===== src/rtl/hkey_prep_pkg.sv =====
package hkey_prep_pkg;
    localparam int unsigned HKEY_WORD_W = 64;
    // reduction constant, one word per half of the key
    localparam logic [HKEY_WORD_W-1:0] HKEY_FOLD_HI = 64'hC200_0000_0000_0000;
    localparam logic [HKEY_WORD_W-1:0] HKEY_FOLD_LO = 64'h0000_0000_0000_0001;
endpackage


===== src/rtl/hkey_swap_shift.sv =====
module hkey_swap_shift #(
    parameter int unsigned WORD_W = 64
) (
    input  logic [WORD_W-1:0] first_w,
    input  logic [WORD_W-1:0] second_w,
    output logic [WORD_W-1:0] shl_hi,
    output logic [WORD_W-1:0] shl_lo,
    output logic              carry_out
);
    localparam int unsigned NWORDS = 2;

    logic [WORD_W-1:0] word_in  [NWORDS];
    logic [WORD_W-1:0] word_out [NWORDS];

    // swap: the word stored first becomes the upper half
    assign word_in[0] = second_w;
    assign word_in[1] = first_w;

    for (genvar g = 0; g < NWORDS; g++) begin : g_word
        if (g == 0) begin : g_bottom
            assign word_out[g] = {word_in[g][WORD_W-2:0], 1'b0};
        end else begin : g_upper
            assign word_out[g] = {word_in[g][WORD_W-2:0], word_in[g-1][WORD_W-1]};
        end
    end

    assign shl_hi    = word_out[1];
    assign shl_lo    = word_out[0];
    assign carry_out = word_in[NWORDS-1][WORD_W-1];
endmodule


===== src/rtl/hkey_fold.sv =====
module hkey_fold #(
    parameter int unsigned      WORD_W  = 64,
    parameter logic [WORD_W-1:0] FOLD_HI = '0,
    parameter logic [WORD_W-1:0] FOLD_LO = '0
) (
    input  logic [WORD_W-1:0] val_hi,
    input  logic [WORD_W-1:0] val_lo,
    input  logic              fold_en,
    output logic [WORD_W-1:0] res_hi,
    output logic [WORD_W-1:0] res_lo
);
    localparam int unsigned NWORDS = 2;

    logic [WORD_W-1:0] val_w  [NWORDS];
    logic [WORD_W-1:0] res_w  [NWORDS];
    logic [WORD_W-1:0] poly_w [NWORDS];

    assign val_w[0]  = val_lo;
    assign val_w[1]  = val_hi;
    assign poly_w[0] = FOLD_LO;
    assign poly_w[1] = FOLD_HI;

    // the single carry out of the top selects the whole constant
    for (genvar g = 0; g < NWORDS; g++) begin : g_fold
        assign res_w[g] = val_w[g] ^ (poly_w[g] & {WORD_W{fold_en}});
    end

    assign res_hi = res_w[1];
    assign res_lo = res_w[0];
endmodule


===== src/rtl/hkey_prep.sv =====
module hkey_prep
    import hkey_prep_pkg::*;
#(
    parameter int unsigned       WORD_W  = HKEY_WORD_W,
    parameter logic [WORD_W-1:0] FOLD_HI = HKEY_FOLD_HI,
    parameter logic [WORD_W-1:0] FOLD_LO = HKEY_FOLD_LO
) (
    input  logic              clk,
    input  logic              rst,
    input  logic              in_valid,
    output logic              in_ready,
    input  logic [WORD_W-1:0] in_first,
    input  logic [WORD_W-1:0] in_second,
    output logic [WORD_W-1:0] out_hi,
    output logic [WORD_W-1:0] out_lo,
    output logic              out_done
);
    typedef struct packed {
        logic              done;
        logic [WORD_W-1:0] hi;
        logic [WORD_W-1:0] lo;
    } prep_state_t;

    prep_state_t state_d, state_q;

    logic [WORD_W-1:0] shl_hi, shl_lo;
    logic [WORD_W-1:0] cond_hi, cond_lo;
    logic              top_carry;
    logic              take;

    hkey_swap_shift #(.WORD_W(WORD_W)) u_shift (
        .first_w   (in_first),
        .second_w  (in_second),
        .shl_hi    (shl_hi),
        .shl_lo    (shl_lo),
        .carry_out (top_carry)
    );

    hkey_fold #(
        .WORD_W  (WORD_W),
        .FOLD_HI (FOLD_HI),
        .FOLD_LO (FOLD_LO)
    ) u_fold (
        .val_hi  (shl_hi),
        .val_lo  (shl_lo),
        .fold_en (top_carry),
        .res_hi  (cond_hi),
        .res_lo  (cond_lo)
    );

    assign in_ready = ~rst;
    assign take     = in_valid & in_ready;

    always_comb begin
        state_d      = state_q;
        state_d.done = take;
        if (take) begin
            state_d.hi = cond_hi;
            state_d.lo = cond_lo;
        end
    end

    always_ff @(posedge clk) begin
        if (rst) begin
            state_q <= '0;
        end else begin
            state_q <= state_d;
        end
    end

    assign out_hi   = state_q.hi;
    assign out_lo   = state_q.lo;
    assign out_done = state_q.done;
endmodule


===== config.mk =====
export PLATFORM = sky130hd
export DESIGN_NAME = hkey_prep
export DESIGN_NICKNAME = d
export VERILOG_FILES = /design/src/rtl/hkey_prep_pkg.sv /design/src/rtl/hkey_swap_shift.sv /design/src/rtl/hkey_fold.sv /design/src/rtl/hkey_prep.sv
export SDC_FILE = /design/constraint.sdc
export NUM_CORES = 1
export LEC_CHECK = 0
export BUFFER_PORTS_ARGS = -buffer_cell sky130_fd_sc_hd__buf_4
export CAP_MARGIN = 10
export CORE_ASPECT_RATIO = 0.5
export CORE_MARGIN = 1.5
export CORE_UTILIZATION = 49
export DETAILED_ROUTE_END_ITERATION = 10
export PLACE_DENSITY = 0.8
export SLEW_MARGIN = 5
export SYNTH_ARGS = -nofsm -noshare
export SYNTH_HDL_FRONTEND = slang
export SYNTH_HIERARCHICAL = 1
export SYNTH_SLANG_ARGS = --single-unit

===== constraint.sdc =====
create_clock -name clk -period 0.9 [get_ports clk]
set_input_delay 0.045 -clock clk [delete_from_list [all_inputs] [get_ports clk]]
set_output_delay 0.045 -clock clk [all_outputs]
set_load 0.005 [all_outputs]

# == After elaboration in Yosys (flattened, before gate mapping) ==
# Cells that the tools add are included.
# totals
ff_bits,129
latchBits,0
mem_bits_rw,0
romBits,0
inputBits,131
out_inout_bits,130
elab_cells,7
n_memories,0
# op_classes
n_addsub,0
n_mul,0
div,0
magnitude_cmp,0
eq_ne,0
n_shift,0
n_mux,0
n_bitwise,4
reduce_logical,0
# op_table
op,count
$xor A64 B1 Y64,1
$xor A64 B64 Y64,1
$and A1 B1 Y1,1
$not A1 Y1,1

# == Longest topological paths before layout ==
# Gate-level depths: netlist of run 1.
# depth
ltp_word,2
depth_mapped,5

# == Cells and area by module ==
# The synthesis of run 1 kept the hierarchy.
# by_module_without_submodules
module,instances,cells_each,area_per_inst_um2,seq_area_each_um2
hkey_prep,1,416,4670.7,2582.5
hkey_swap_shift,1,130,972.2,0.0
hkey_fold,1,128,965.9,0.0

# == Least setup slack after synthesis of run 1 ==
# OpenSTA, ideal clock, no wires.
# synth_path
path_kind,input-to-reg
start,in in_valid
end,reg state_q (netlist bit out_hi[0])
setup_ps,128
t_arrival_ps,675
path_slack_ps,98
path_stages,5
path_buffers,3
path_cell_list,buf_4 > buf_12 > buf_12 > mux2i_1 > nor2_1
# synth_between
elab_chain_len,1
# synth_rtl
element,line_no,source
from (decl),hkey_prep.sv:10,"input logic in_valid,"
$and A1 B1 Y1,hkey_prep.sv:52,assign take = in_valid & in_ready;
to (signal assigned),hkey_prep.sv:67,state_q <= state_d;
to (decl),hkey_prep.sv:24,"prep_state_t state_d, state_q;"
# No other way between the ends.
# A chain may end at the register's enable or synchronous reset.

# == Worst setup path after layout of run 1 ==
# layout_path
start,reg state_q (netlist bit out_hi[25])
end,out out_hi[25]
# layout_lines
element,line_no,source
to (decl),hkey_prep.sv:14,"output logic [WORD_W-1:0] out_hi,"
# No word-level cell between the ends.

==> results of run 1 <==
[metal layers]
layer  vias up  global-route usage, %  part of all wire [%]
li1       2223                      -                     -
met1      2235                   19.3                    35
met2       178                   43.2                    56
met3        78                   5.04                   4.4
met4         0                   13.8                   4.8
met5         -                      0                     0
[layout by cell type, fill, tap and decap left out, drive strengths merged]
cell type    count
dlygate4sd3    127
mux2i          128
bufinv           2
buf            298
dfxtp          129
nor2b            1
clkinvlp         2
conb             1
xor2             4
clkbuf          23
nor2           128
clkinv           5
inv              1
[final timing paths]
check,to,cells past startpoint,start,slack (ns)
min,out_hi[62],4,in_first[63],0.05
max,out_hi[25],1,out_hi[25],-0.0008
min reg2reg,out_hi[59],2,out_hi[59],0.49
max reg2reg,out_hi[32],3,out_hi[32],-0.0008
[layout make-up]
class                   instances  area (sq um)
clock buffers                  23           468
clock inverters                 9           108
fillers                       818          3550
inverters                       1          3.75
multi-input cells             262          1810
flip-flops and latches        129          2740
well taps                     170           213
repair buffers                425          4030
[state kept, by name, indices dropped and copies added (netlist names)]
signal,cells
out_hi,64
out_lo,64
out_done,1
[what timing repair did]
| item | 4_1_cts | 5_1_grt |
|---|---|---|
| hold buffers | 127 | 0 |
| resized for setup | 128 | 120 |
| hold endpoints to repair | 127 | 0 |
| buffers inserted | 10 | 16 |
| pin swaps | 0 | 0 |
| setup endpoints to repair | 72 | 104 |
[cells in the mapped netlist]
cell type | n | area, sq um
mux2i_1 | 128 | 1280
xor2_1 | 4 | 35.0
inv_1 | 1 | 3.75
dfxtp_1 | 129 | 2580
buf_6 | 1 | 11.3
nor2b_1 | 1 | 6.26
clkbuf_1 | 12 | 45.0
buf_2 | 2 | 10.0
nor2_1 | 128 | 480
conb_1 | 1 | 3.75
buf_4 | 255 | 1910
buf_8 | 1 | 15.0
buf_12 | 11 | 220
[power by group]
part	internal, W	total [W]	switching [W]
combinational	0.00177	0.00272	0.000948
clock	0.00422	0.00673	0.00251
sequential	0.00613	0.00639	0.000257
total	0.0121	0.0158	0.00371
[through the flow]
stage          TNS (ns)  worst slack (ns)  cell area (sq um)  utilization (%)
2_1_floorplan         0            0.0976               6610                -
3_3_place_gp          0            0.0625               6710             52.0
5_1_grt          -0.547           -0.0296               9370             72.5
4_1_cts        -0.00504          -0.00504               8940             69.2
3_5_place_dp          0            0.0359               6710             52.0
6_report       -0.00182         -0.000807               9370             72.5
[cell families (layout without fill, tap and decap cells)]
logic type                count (synthesis)  after routing  share of synthesized area, %
buffers and inverters                   283            458                          33.6
and+or+nand+nor                         129            129                          7.36
muxes                                   128            128                          19.4
other                                     1              1                        0.0567
DFF                                     129            129                          39.1
xor gates and xnor gates                  4              4                         0.530
==> flow_summary_export.csv, run 1 <==
group,metric,value,unit
floorplanning,design.core.area,0.0129,sq mm
synth,syn_area,0.00661,sq mm
global_routing,grt_usage,21.3,%
route,post_drt_wl_per_cell,16.6,microns
floorplanning,start_util,51.2,%
worst_setup_path,path_class,"reg -> out",
place,gp_congestion,0.755,
synth,ys_ff_latch,129,
global_routing,antenna_found_initial,0,
worst_setup_path,crit_fanout,2,
floorplanning,die_area,0.0142,sq mm
global_routing,grt_pass1_wl,23900,microns
clock_network,numClockSinks,129,
worst_setup_path,path_cells,"buf_6",
worst_setup_path,cp_num_buf_inv,1,
floorplanning,rows,29,
status,violations,"setup timing",
timing,setup_viol_count_final,3,
power,cellPowerDensity,1690,mW/mm^2
worst_setup_path,crit_path_top_delay_cell,"dfxtp_2",
synth,synth_fp_nets,805,
cells_and_area,final_cells,1019,
cells_and_area,area_growth_syn_to_layout,41.8,%
place,hpwl,8580,microns
power,ir_worst_vdd,1.21,mV
clock_network,cts_tree,"yes",
power,leakage,4.56,nW
clock_network,clockBufferDepth,2,
synth,yosysSeqAreaShare,39.1,%
power,fin_total_pwr,0.0158,W
route,dr.pass1.iters,4,
timing,fin_skew,0,ns
clock_network,cts.htree.levels,4,
timing,fin_crit_sh,100,%
route,routed_wl,16900,microns
clock_network,insertion_delay,0.40,ns
route,avgViaCountPerCell,4.63,
route,drt_iter0_drc,108,
worst_setup_path,crit_family,"flip-flops",
flow_run,drv_cap,0,
synth,synth_cells,674,
clock_network,clockRootBuffer,"clkbuf_16",
timing,layout_setup_ws,-0.000807,ns
cells_and_area,fin_nets,967,
synth,yosysWarnings,6,
worst_setup_path,cp-end-kind,"primary output",
global_routing,grt_pass1_vias,4931,
cells_and_area,antenna_cells,0,
timing,drv_slew,0,
status,status,"finished, violations left",
place,dpl.cell_count,834,
worst_setup_path,start_kind,"register",
clock_network,path_clk_slew,0.06,ns
floorplanning,ioPinCount,261,
floorplanning,die_h,85.1,microns
route,remaining_drc_errors,0,
hold_path,hold_class,"in -> reg",
synth,syn_area_per_cell,9.81,sq um
worst_setup_path,cp.arrival,0.86,ns
place,port_buffers,260,
clock_network,cts_buffers,17,
timing,fmax,1.11,GHz
timing,hold_viol,0,
timing,period_needed,0.901,ns
worst_setup_path,slowest_delay,0.35,ns
cells_and_area,drive_gt1_share,53.4,%
route,ant_nets,0,
worst_setup_path,crit_required,0.85,ns
global_routing,grt-ovfl-total,0,
route,vias,4714,
synth,synth.distinct_cells,13,
timing,rsz0062_at_grt,"true",
global_routing,grt_max_degree,62,
timing,holdWs,0.0548,ns
floorplanning,dieWidth,167,microns
Note: power is estimated with default switching activity, not from simulation.
==> run 2, diff against run 1 <==
--- a/config.mk
+++ b/config.mk
@@ -11,6 +11,9 @@
 export CORE_MARGIN = 1.5
 export CORE_UTILIZATION = 49
 export DETAILED_ROUTE_END_ITERATION = 10
+export GPL_ROUTABILITY_DRIVEN = 0
+export GPL_TIMING_DRIVEN = 0
+export HOLD_SLACK_MARGIN = 0.06
 export PLACE_DENSITY = 0.8
 export SLEW_MARGIN = 5
 export SYNTH_ARGS = -nofsm -noshare
==> flow_summary_export.csv, run 2 (synthesized netlist as in run 1, its figures left out) <==
group,metric,value,unit
clock_network,clockBufferDepth,2,
floorplanning,ioPinCount,261,
worst_setup_path,reg2reg_depth,4,
worst_setup_path,r2r_setup_slack,0.04,ns
hold_path,hold_class,"in -> reg",
clock_network,cts.htree.levels,4,
worst_setup_path,cp-end-kind,"primary output",
floorplanning,die_area,0.0142,sq mm
worst_setup_path,cp_num_buf_inv,1,
floorplanning,dieWidth,167,microns
worst_setup_path,crit_required,0.85,ns
route,post_drt_wl_per_cell,17.5,microns
global_routing,grt_usage,25.1,%
timing,setup_viol_count_final,10,
route,dr.pass1.iters,4,
hold_path,min_to,"out_lo[1]",
route,routed_wl,20200,microns
place,port_buffers,130,
route,remaining_drc_errors,0,
worst_setup_path,crit_fanout,2,
flow_run,drv_cap,0,
global_routing,grt_pass1_vias,5649,
worst_setup_path,slowest_delay,0.36,ns
power,ir_worst_vdd,1.53,mV
timing,fin_skew,0,ns
worst_setup_path,cp.arrival,0.88,ns
cells_and_area,area_growth_syn_to_layout,58.3,%
status,violations,"setup timing",
floorplanning,die_h,85.1,microns
timing,period_needed,0.924,ns
timing,fmax,1.08,GHz
place,place_ws,-0.109,ns
route,vias,5359,
timing,rsz0062_at_grt,"true",
cells_and_area,final_cell_mix,"buf_4, buf_6, dfxtp_2",
route,ant_nets,0,
cells_and_area,final_cells,1153,
worst_setup_path,path_cells,"buf_6",
clock_network,cts_tree,"yes",
power,cellPowerDensity,1570,mW/mm^2
clock_network,insertion_delay,0.41,ns
clock_network,clockRootBuffer,"clkbuf_16",
worst_setup_path,path_class,"reg -> out",
floorplanning,rows,29,
cells_and_area,drive_gt1_share,59.0,%
global_routing,grt-ovfl-total,0,
status,status,"finished, violations left",
worst_setup_path,crit_family,"flip-flops",
worst_setup_path,reg2reg_to,"out_lo[0]",
worst_setup_path,crit_path_top_delay_cell,"dfxtp_2",
place,hpwl,9990,microns
worst_setup_path,r2r-start,"out_lo[0]",
route,drt_iter0_drc,230,
worst_setup_path,start_kind,"register",
timing,drv_slew,0,
hold_path,hold_start,"in_valid",
cells_and_area,mostFrequentLayoutCell,"buf_4",
clock_network,cts_buffers,17,
global_routing,grt_max_degree,17,
place,dpl.cell_count,974,
cells_and_area,final_util,81.0,%
power,leakage,5.24,nW
clock_network,numClockSinks,129,
timing,fin_setup_tns,-0.104,ns
route,avgViaCountPerCell,4.65,
floorplanning,design.core.area,0.0129,sq mm
hold_path,hold_depth,4,
cells_and_area,antenna_cells,0,
clock_network,path_clk_slew,0.06,ns
floorplanning,start_util,51.2,%
timing,hold_viol,0,
timing,fin_crit_sh,103,%
global_routing,grt_pass1_wl,27700,microns
cells_and_area,fin_nets,1104,
timing,layout_setup_ws,-0.0241,ns
global_routing,antenna_found_initial,0,
run 2: changes by cell type in the layout (fill, tap and decap cells not counted), sizes merged:
cell and change:
buf +122, clkbuf +12, clkinvlp -2, dlygate4sd3 +1
dlymetal6s4s +1
run 2: metal layers:
| layer | track usage (%) | share of wire (%) | vias to the layer above |
|---|---|---|---|
| li1 | - | - | 2497 |
| met4 | 14.2 | 4.6 | 0 |
| met5 | 0 | 0 | - |
| met2 | 49.5 | 54 | 207 |
| met1 | 24.3 | 36 | 2579 |
| met3 | 6.30 | 4.9 | 76 |
run 2: area by class of cell:
class,count,area (sq um)
Timing Repair Buffer,282,2930
Sequential cell,129,2740
Fill cell,732,2460
Buffer,280,2210
Multi-Input combinational cell,262,1810
Clock buffer,22,474
Tap cell,170,213
Clock inverter,7,85.1
Inverter,1,3.75
run 2: stage by stage:
| stage | hold slack, ns | power, W | instance area (sq um) |
|---|---|---|---|
| floorplan | 0.329 | 0.00797 | 6610 |
| global placement | 0.361 | 0.00865 | 7800 |
| detailed placement | 0.369 | 0.00872 | 7800 |
| CTS | 0.132 | 0.0159 | 10000 |
| global route | 0.159 | 0.0169 | 10500 |
| finish | 0.130 | 0.0164 | 10500 |
run 2: power by group:
| group | internal [W] | leakage [nW] | switching, W |
|---|---|---|---|
| Combinational | 0.00217 | 3.84 | 0.00110 |
| Clock | 0.00423 | 0.281 | 0.00247 |
| Sequential | 0.00614 | 1.11 | 0.000278 |
run 2: worst max-delay path by stage:
stage,startpoint,endpoint,slack (ns),cells past startpoint
2_1_floorplan,in_valid,out_hi[0],0.1,5
3_3_place_gp,rst,out_hi[25],-0.1,3
3_5_place_dp,rst,out_hi[25],-0.11,3
4_1_cts,out_hi[4],out_hi[4],-0.0005,1
5_1_grt,in_first[14],out_hi[15],-0.04,5
6_report,out_lo[35],out_lo[35],-0.02,1
run 2: what timing repair did:
| action | CTS | global route |
|---|---|---|
| hold buffers | 129 | 0 |
| hold endpoints to repair | 129 | 0 |
| buffers inserted | 8 | 15 |
| gates cloned | 0 | 0 |
| setup endpoints to repair | 76 | 139 |
| pin swaps | 0 | 1 |
| gates resized for setup | 136 | 130 |
==> run 3, diff against run 2 <==
--- a/config.mk
+++ b/config.mk
@@ -9,14 +9,12 @@
 export CAP_MARGIN = 10
 export CORE_ASPECT_RATIO = 0.5
 export CORE_MARGIN = 1.5
-export CORE_UTILIZATION = 49
+export CORE_UTILIZATION = 44
 export DETAILED_ROUTE_END_ITERATION = 10
 export GPL_ROUTABILITY_DRIVEN = 0
 export GPL_TIMING_DRIVEN = 0
-export HOLD_SLACK_MARGIN = 0.06
 export PLACE_DENSITY = 0.8
 export SLEW_MARGIN = 5
 export SYNTH_ARGS = -nofsm -noshare
 export SYNTH_HDL_FRONTEND = slang
-export SYNTH_HIERARCHICAL = 1
 export SYNTH_SLANG_ARGS = --single-unit
==> flow_summary_export.csv, run 3 <==
group,metric,value,unit
route,dr.pass1.iters,5,
timing,fmax,1.02,GHz
timing,setup_viol_count_final,41,
worst_setup_path,crit_cells,3,
power,power.internal,0.0126,W
floorplanning,ioPinCount,261,
power,ir_worst_vdd,1.55,mV
global_routing,grt_busiest_layer,"met2",
place,port_buffers,258,
synth,synth_edf_count,0,
power,switching_share,24.1,%
clock_network,cts_tree,"yes",
place,hpwl,9160,microns
power,leakage,4.59,nW
cells_and_area,drive_gt1_share,53.2,%
global_routing,grt_pass1_wl,25400,microns
route,post_drt_wl_per_cell,20.6,microns
global_routing,grt_pass1_vias,5111,
clock_network,cts_buffers,17,
clock_network,clockRootBuffer,"clkbuf_16",
worst_setup_path,crit_fanout,2,
clock_network,numClockSinks,129,
cells_and_area,antenna_cells,0,
cells_and_area,nFillCells,314,
power,cellPowerDensity,1760,mW/mm^2
route,avgViaCountPerCell,5.10,
global_routing,grt_usage,29.9,%
route,remaining_drc_errors,0,
synth,ys.flop_type,"dfxtp_1",
synth,yosysWarnings,0,
cells_and_area,area_growth_syn_to_layout,105,%
status,violations,"setup timing",
timing,layout_setup_ws,-0.0792,ns
synth,synth.top_cells.by_area,"dfxtp_1, mux2i_1, nor2_1",
floorplanning,rows,26,
worst_setup_path,cp-end-kind,"register",
timing,fin_setup_tns,-0.454,ns
timing,drv_slew,0,
route,ant_nets,0,
timing,fin_skew,0,ns
global_routing,grt_use_met2,62.1,%
timing,rsz0062_at_grt,"true",
synth,yosysSeqAreaShare,56.1,%
synth,synth_area_leader_cell,"dfxtp_1",
clock_network,cts.htree.levels,4,
floorplanning,die_h,75.3,microns
clock_network,clockBufferDepth,2,
floorplanning,design.core.area,0.0102,sq mm
worst_setup_path,slowest_delay,0.33,ns
floorplanning,start_util,45.2,%
hold_path,hold_depth,2,
hold_path,hold_class,"in -> reg",
clock_network,path_clk_slew,0.06,ns
global_routing,grt_max_degree,17,
power,p_clk_share,43.9,%
synth,syn_area,0.00461,sq mm
route,drt_iter0_drc,240,
cells_and_area,final_util,92.7,%
cells_and_area,final_cell_mix,"buf_4, dfxtp_2, buf_6",
worst_setup_path,cp_num_buf_inv,1,
worst_setup_path,start_kind,"register",
synth,synthTopCellsByCount,"dfxtp_1, nor2_1, mux2i_1",
route,routed_wl,20700,microns
worst_setup_path,crit_family,"flip-flops",
synth,yosysMostFrequentCell,"dfxtp_1",
power,combinationalPowerShare,17.3,%
synth,ys_ff_latch,129,
clock_network,insertion_delay,0.41,ns
timing,holdWs,0.0128,ns
worst_setup_path,path_class,"reg -> reg",
floorplanning,dieWidth,148,microns
synth,syn_area_per_cell,11.0,sq um
worst_setup_path,reg2reg_depth,3,
global_routing,antenna_found_initial,0,
status,status,"finished, violations left",
cells_and_area,mostFrequentLayoutCell,"buf_4",
synth,synth_cells,419,
timing,max_slew.worst_pin.slew,0.560,ns
floorplanning,die_area,0.0111,sq mm
power,netSwitchingPower,0.00400,W
global_routing,use_met1,28.1,%
global_routing,gr-usage-met3,7.25,%
synth,synth_top_area_share,56.1,%
cells_and_area,fin_nets,979,
timing,period_needed,0.979,ns
power,p_seq_share,38.7,%
synth,synth.distinct_cells,11,
timing,fin_crit_sh,109,%
worst_setup_path,crit_path_top_delay_cell,"dfxtp_2",
global_routing,grt-ovfl-total,0,
worst_setup_path,cp.arrival,1.25,ns
worst_setup_path,crit_required,1.17,ns
flow_run,drv_cap,0,
synth,ys_async_sr_fraction,0,%
route,vias,5109,
synth,synth_fp_nets,550,
worst_setup_path,path_cells,"buf_4, mux2i_1, nor2_1",
timing,relSlewSlack,62.7,%
timing,hold_viol,0,
==> run 3: changes by cell type in the layout (fill, tap and decap cells not counted), moves of 3 or more <==
| cell | delta |
|---|---|
| clkbuf_1 | +3 |
| clkbuf_2 | -3 |
| xnor2_1 | +3 |
| a211oi_1 | +3 |
| buf_12 | -11 |
| mux2i_1 | -3 |
| buf_4 | -119 |
| buf_8 | +8 |
| xor2_1 | -4 |
==> run 3: final timing paths <==
| check | slack (ns) | start | end |
|---|---|---|---|
| max | -0.08 | out_lo[42] | out_lo[42] |
| min reg2reg | 0.50 | out_hi[51] | out_hi[51] |
| min | 0.01 | rst | out_lo[14] |
| max reg2reg | -0.08 | out_lo[42] | out_lo[42] |
==> run 3: worst register-to-register path, delay by kind of cell, from the launching register on <==
| family | cells | cell delay (ns) |
|---|---|---|
| mux | 1 | 0.26 |
| flops | 1 | 0.33 |
| buf+inv | 1 | 0.13 |
| simple gates | 1 | 0.12 |
==> run 3: cells by family (layout without fill, tap and decap cells) <==
kind of cell / Yosys count / after routing / share of synthesized area, %
AO/OA/AOI/OAI: 3 / 3 / 0.489
XOR/XNOR: 3 / 3 / 0.571
buffers and inverters: 30 / 472 / 5.13
flip-flops: 129 / 129 / 56.1
multiplexers: 125 / 125 / 27.2
AND/OR/NAND/NOR: 129 / 129 / 10.6
==> run 3: power groups by stage <==
stage / logic, W / registers (W) / clock network [W]
after floorplan: 0.000752 / 0.00637 / 0
after global placement: 0.00185 / 0.00634 / 0
after detailed placement: 0.00190 / 0.00635 / 0
after CTS: 0.00247 / 0.00629 / 0.00716
after global routing: 0.00301 / 0.00645 / 0.00756
final: 0.00287 / 0.00642 / 0.00728
==> run 3: per-layer routing <==
layer / vias up / part of all wire [%]
li1: 2244 / -
met1: 2501 / 35
met2: 266 / 54
met3: 98 / 5.5
met4: 0 / 5.3
met5: - / 0
==> run 3: metrics by stage <==
step           setup WS, ns  instance area, sq um  power, W  std cells
4_1_cts           0.0000997                  8940    0.0159        983
6_report            -0.0792                  9440    0.0166       1001
5_1_grt             -0.0768                  9440    0.0170       1001
3_3_place_gp        -0.0275                  6720   0.00819        817
3_5_place_dp        -0.0700                  6720   0.00825        817
2_1_floorplan        0.0814                  4610   0.00713        419
==> run 3: layout make-up <==
class	instances	area, sq um	share of cell area [%]
repair buffers	410	3880	41.1
flip-flops and latches	129	2740	29.1
multi-input cells	260	1790	18.9
clock buffers	23	488	5.17
plain buffers	29	233	2.46
well taps	140	175	1.86
clock inverters	9	129	1.36
inverters	1	3.75	0.0398
==> run 3: repair_timing <==
item | CTS | global route
resized for setup | 115 | 143
gates cloned | 0 | 0
setup buffers | 6 | 18
hold buffers | 128 | 0
endpoints found under the setup margin | 61 | 128
hold endpoints to repair | 128 | 0
